## src/rtl/irq_coalescer.sv

```systemverilog
module irq_coalescer #(
  parameter int         UNIT_CYCLES = 1600,
  parameter logic [7:0] COAL_RESET  = 8'h40
) (
  input  logic        clk,
  input  logic        rst_n,
  input  logic        reg_we,
  input  logic [1:0]  reg_addr,
  input  logic [31:0] reg_wdata,
  output logic [31:0] reg_rdata,
  input  logic [31:0] dev_ev,
  input  logic [31:0] flow_ev,
  output logic        irq
);
  localparam int          PW       = (UNIT_CYCLES > 1) ? $clog2(UNIT_CYCLES) : 1;
  localparam logic [PW-1:0] PRE_LAST = PW'(UNIT_CYCLES - 1);
  localparam logic [31:0] FOLD     = 32'hA800_0000;
  localparam logic [31:0] PER_BIT  = 32'h1000_0000;

  logic [31:0]   st_q, fl_q, mask_q;
  logic [7:0]    coal_q, per_q, per_cnt_q, rem_q;
  logic [PW-1:0] pre_q;
  logic          armed_q, irq_q;

  logic [31:0] fold, sum, st_clr, fl_clr;
  logic        pend, hipri, unit_tick, per_hit, wr_tim;

  assign fold = {fl_q[17] | fl_q[16] | fl_q[30], 1'b0, fl_q[31], 1'b0,
                 fl_q[1] | fl_q[0], 27'b0};
  assign sum       = st_q | fold;
  assign pend      = |(sum & mask_q);
  assign hipri     = fl_q[30] & mask_q[31];
  assign unit_tick = (pre_q == PRE_LAST);
  assign per_hit   = unit_tick && (per_q != 8'd0) && (per_cnt_q == per_q - 8'd1);
  assign wr_tim    = reg_we && (reg_addr == 2'd3);
  assign st_clr    = (reg_we && reg_addr == 2'd0) ? reg_wdata : 32'b0;
  assign fl_clr    = (reg_we && reg_addr == 2'd2) ? reg_wdata : 32'b0;
  assign irq       = irq_q;

  always_comb begin
    case (reg_addr)
      2'd0:    reg_rdata = sum;
      2'd1:    reg_rdata = mask_q;
      2'd2:    reg_rdata = fl_q;
      default: reg_rdata = {16'b0, per_q, coal_q};
    endcase
  end

  always_ff @(posedge clk) begin
    if (!rst_n) begin
      st_q   <= '0;
      fl_q   <= '0;
      mask_q <= '0;
      coal_q <= COAL_RESET;
      per_q  <= '0;
    end else begin
      st_q <= (st_q & ~st_clr) | ((dev_ev | (per_hit ? PER_BIT : 32'b0)) & ~FOLD);
      fl_q <= (fl_q & ~fl_clr) | flow_ev;
      if (reg_we && reg_addr == 2'd1) mask_q <= reg_wdata;
      if (wr_tim) begin
        coal_q <= reg_wdata[7:0];
        per_q  <= reg_wdata[15:8];
      end
    end
  end

  always_ff @(posedge clk) begin
    if (!rst_n) begin
      pre_q     <= '0;
      per_cnt_q <= '0;
    end else begin
      pre_q <= unit_tick ? '0 : pre_q + 1'b1;
      if (wr_tim || per_q == 8'd0)
        per_cnt_q <= '0;
      else if (unit_tick)
        per_cnt_q <= per_hit ? 8'd0 : per_cnt_q + 8'd1;
    end
  end

  always_ff @(posedge clk) begin
    if (!rst_n) begin
      irq_q   <= 1'b0;
      armed_q <= 1'b0;
      rem_q   <= '0;
    end else if (!pend) begin
      irq_q   <= 1'b0;
      armed_q <= 1'b0;
    end else if (irq_q) begin
      armed_q <= 1'b0;
    end else if (coal_q == 8'd0 || hipri) begin
      irq_q   <= 1'b1;
      armed_q <= 1'b0;
    end else if (!armed_q) begin
      armed_q <= 1'b1;
      rem_q   <= coal_q;
    end else if (rem_q == 8'd0) begin
      irq_q   <= 1'b1;
      armed_q <= 1'b0;
    end else if (unit_tick) begin
      rem_q <= rem_q - 8'd1;
    end
  end
endmodule

```

## config.mk

```make
export PLATFORM = sky130hd
export DESIGN_NAME = irq_coalescer
export DESIGN_NICKNAME = d
export VERILOG_FILES = /design/src/rtl/irq_coalescer.sv
export SDC_FILE = /design/constraint.sdc
export NUM_CORES = 1
export LEC_CHECK = 0
export BUFFER_PORTS_ARGS = -buffer_cell sky130_fd_sc_hd__buf_2
export CORE_MARGIN = 10
export CORE_UTILIZATION = 30
export CTS_CLUSTER_DIAMETER = 200
export CTS_CLUSTER_SIZE = 30
export DETAILED_ROUTE_END_ITERATION = 8
export PLACE_DENSITY = 0.59
export SYNTH_ARGS = -nofsm -noshare
export SYNTH_HDL_FRONTEND = slang
export SYNTH_SLANG_ARGS = --single-unit
```

## constraint.sdc

```tcl
create_clock -name clk -period 2.37 [get_ports clk]
set_clock_uncertainty 0.15 [all_clocks]
set_input_delay 0.3555 -clock clk [delete_from_list [all_inputs] [get_ports clk]]
set_output_delay 0.3555 -clock clk [all_outputs]
set_load 0.02 [all_outputs]
```

==> flow_summary.yaml <==
run_status:
  status: "complete, no violations"
finish:
  fillers: 2092
  multiInputGateArea_um2: 3460
  fin_cells: 1279
  layout-drive-gt1-share_pct: 22.8
  final_nets: 1099
  area_growth_pct: 35.1
  regArea_um2: 2820
  final_area_um2: 8780
  final_util_pct: 41.5
worst_hold_path:
  holdPathStages: 3
  hold_class: "in -> reg"
yosys:
  async_reset_ff_share_pct: 0
  synth_compound_area_share_pct: 18.0
  synth_top_family_by_area: "simple AND/OR/NAND/NOR gates"
  synthesis.area_um2: 6500
  synth_top_cell_by_area: "dfxtp_1"
  synth_cell_types: 53
  synthMuxAreaShare_pct: 8.16
  syn_inst: 798
  synth_top_area_share_pct: 43.4
  synth_flop_cell: "dfxtp_1"
  yosys.area_share.simple_pct: 22.7
  synth_fp_nets: 904
  ys_ff_latch: 141
  yosys_warnings: 0
  synthTopCellsByArea: "dfxtp_1 43%, nand2_1 12%, a21oi_1 8.9%"
  synth_xor_area_share_pct: 3.37
  yosys.area_share.adder_pct: 0.962
  syn_area_per_cell_um2: 8.15
  yosysSeqAreaShare_pct: 43.4
  synth_edf_count: 0
place:
  dp_cells: 1199
  place_area_um2: 7690
  io_buffers: 130
  globalplace.congestion: 0.882
  dp_hpwl_um: 15100
timing:
  rsz0062_at_grt: "false"
  worst_pin_slew_ns: 0.718
  period_needed_ns: 2.26
  final-setup-viol-count: 0
  tns_ns: 0
  relSlewSlack_pct: 52.2
  min_period_over_period_pct: 95.5
  slew_violations: 0
  hold_viol_final: 0
  whs_ns: 0.0105
  max_freq_mhz: 442
power_and_ir_drop:
  vdd_drop_max_mv: 0.486
  p_per_area_nw_per_um2: 726
  p_leak_nw: 3.54
floorplan:
  die_area_um2: 28000
  ios: 134
  fp.dieW_um: 167
  core.rowCount: 53
  die_y_um: 167
  initial_core_util_pct: 30.7
  core_um2: 21200
global_route:
  antenna_found_initial: 1
  gr-usage-met3_pct: 3.35
  grt.overflow.total: 0
  grt_use_met1_pct: 18.3
  grt_pass1_vias: 6249
  grt-busiest-layer: "met2"
  grt_util_met2_pct: 24.0
  grt_pass1_wl_um: 33600
  grt_max_degree: 45
  grt.total_usage_pct: 14.5
setup_path:
  cpLargestDelayFamily: "simple AND/OR/NAND/NOR gates"
  start_kind: "flop"
  end_kind: "output pin"
  cp_slowest_cell: "or4_1"
  critPathMaxStageDelay_ns: 0.57
  worstPathCellList: "or4_1, mux2i_1, o21ai_0, buf_2"
  crit_buf_inv: 1
  worstPathMaxFanout: 4
  worstRegToRegCells: 6
  cp_num_cells: 4
  cp.required_ns: 1.86
  worstPathArrival_ns: 1.76
  path_class: "reg -> out"
cts:
  root_buffer: "clkbuf_16"
  cts_tree: "yes"
  cts.clk_slew.worst_paths_ns: 0.06
  cts.sinks: 141
  cts_max_level: 4
  clock_latency_ns: 0.42
  ctsResizeCount: 0
  numCtsBuffers: 17
  ctsLongestPathBuffers: 2
route:
  postRouteWirelength_um: 20900
  drc: 0
  dr.pass1.iters: 5
  via_per_inst: 5.00
  routedWlPerCell_um: 16.3
  antenna_left: 0
  vias: 6400
  drt_iter0_drc: 396
run:
  cap_violations: 0
## Yosys cell counts (all sizes together), types with 2 or more instances
master,n
nand2,203
dfxtp,141
a21oi,115
nor2,79
clkbuf,43
o21ai,19
mux2i,17
mux4,16
nand3,14
xnor2,14
a22oi,13
a211oi,11
xor2,11
inv,10
nor3,9
a221oi,8
and3,5
ha,5
nand4,5
nor3b,5
nor4,5
buf,4
o211ai,4
o22ai,4
o32ai,4
or3,4
or4,4
nand2b,3
nor2b,3
o2111ai,3
o31a,2
## per-stage QoR
step / worst slack (ns) / total power, mW
after CTS: 0.0917 / 6.42
after detailed placement: 0.130 / 3.66
after global routing: 0.0434 / 6.64
final: 0.107 / 6.38
after floorplan: 0.0148 / 3.26
after global placement: 0.157 / 3.66
## area by class of cell
class / count / area share, %
Inverter: 10 / 0.442
Multi-Input combinational cell: 600 / 39.4
Clock buffer: 18 / 5.00
Tap cell: 275 / 3.92
Antenna cell: 1 / 0.0285
Clock inverter: 11 / 1.67
Timing Repair Buffer: 223 / 17.4
Sequential cell: 141 / 32.1
## cells by family after synthesis
| logic type | count (synthesis) |
|---|---|
| buffers and inverters | 57 |
| DFF | 141 |
| and+or+nand+nor | 344 |
| AOI/OAI and AO/OA | 193 |
| muxes | 33 |
| adders and majority gates | 5 |
| xor gates and xnor gates | 25 |
## worst paths after layout
| kind | start | endpoint | slack [ns] |
|---|---|---|---|
| setup / recovery | fl_q[30] | reg_rdata[31] | 0.11 |
| hold / removal | flow_ev[21] | fl_q[21] | 0.01 |
| setup reg to reg | pre_q[8] | per_cnt_q[7] | 0.13 |
| hold reg to reg | st_q[27] | st_q[27] | 0.28 |
## timing repair
action | CTS | global route
hold endpoints to repair | 49 | 1
buffers inserted | 0 | 0
setup endpoints to repair | 0 | 0
hold buffers | 49 | 1
## registers in the layout (all words and copies together) (netlist names)
signal and count:
armed_q 1, per_q 8, per_cnt_q 8, pre_q 11
fl_q 32, mask_q 32, rem_q 8, st_q 32
coal_q 8, irq 1
## power breakdown
| part | internal, mW | switching [mW] | leakage, nW |
|---|---|---|---|
| clock network | 1.66 | 1.03 | 0.283 |
| registers | 2.51 | 0.107 | 1.16 |
| logic | 0.484 | 0.591 | 2.10 |
| total | 4.65 | 1.72 | 3.54 |
## placed cells by master, fill, tap and decap left out, types with 3 or more instances in the layout
| cell | n |
|---|---|
| buf_2 | 130 |
| or4_1 | 3 |
| inv_1 | 9 |
| buf_12 | 4 |
| o22ai_1 | 4 |
| and3_1 | 5 |
| xnor2_1 | 14 |
| nand3_1 | 14 |
| clkinv_4 | 3 |
| or3_1 | 4 |
| xor2_1 | 11 |
| a211oi_1 | 11 |
| nand4_1 | 5 |
| o32ai_1 | 4 |
| dfxtp_1 | 141 |
| clkinv_2 | 4 |
| nor3b_1 | 4 |
| o211ai_1 | 3 |
| nand2_1 | 203 |
| o2111ai_1 | 3 |
| a22oi_1 | 13 |
| ha_1 | 5 |
| nand2b_1 | 3 |
| dlygate4sd3_1 | 50 |
| nor4_1 | 4 |
| nor2b_1 | 3 |
| nor2_1 | 78 |
| mux2i_1 | 17 |
| a221oi_1 | 8 |
| clkbuf_16 | 17 |
| bufinv_16 | 3 |
| buf_4 | 39 |
| mux4_2 | 16 |
| o21ai_0 | 19 |
| nor3_1 | 7 |
| a21oi_1 | 115 |
## worst min-delay path: stages
cell     delay, ns
buf_2         0.08
a21oi_1       0.03
nor2_1        0.07
## routing by layer
layer	vias to the layer above	wire length, µm	share of wire [%]
li1	3167	-	-
met1	3040	9480	45
met2	174	9840	47
met3	19	1180	5.6
met4	0	377	1.8
met5	-	0	0
(Power assumes the default switching activity.)
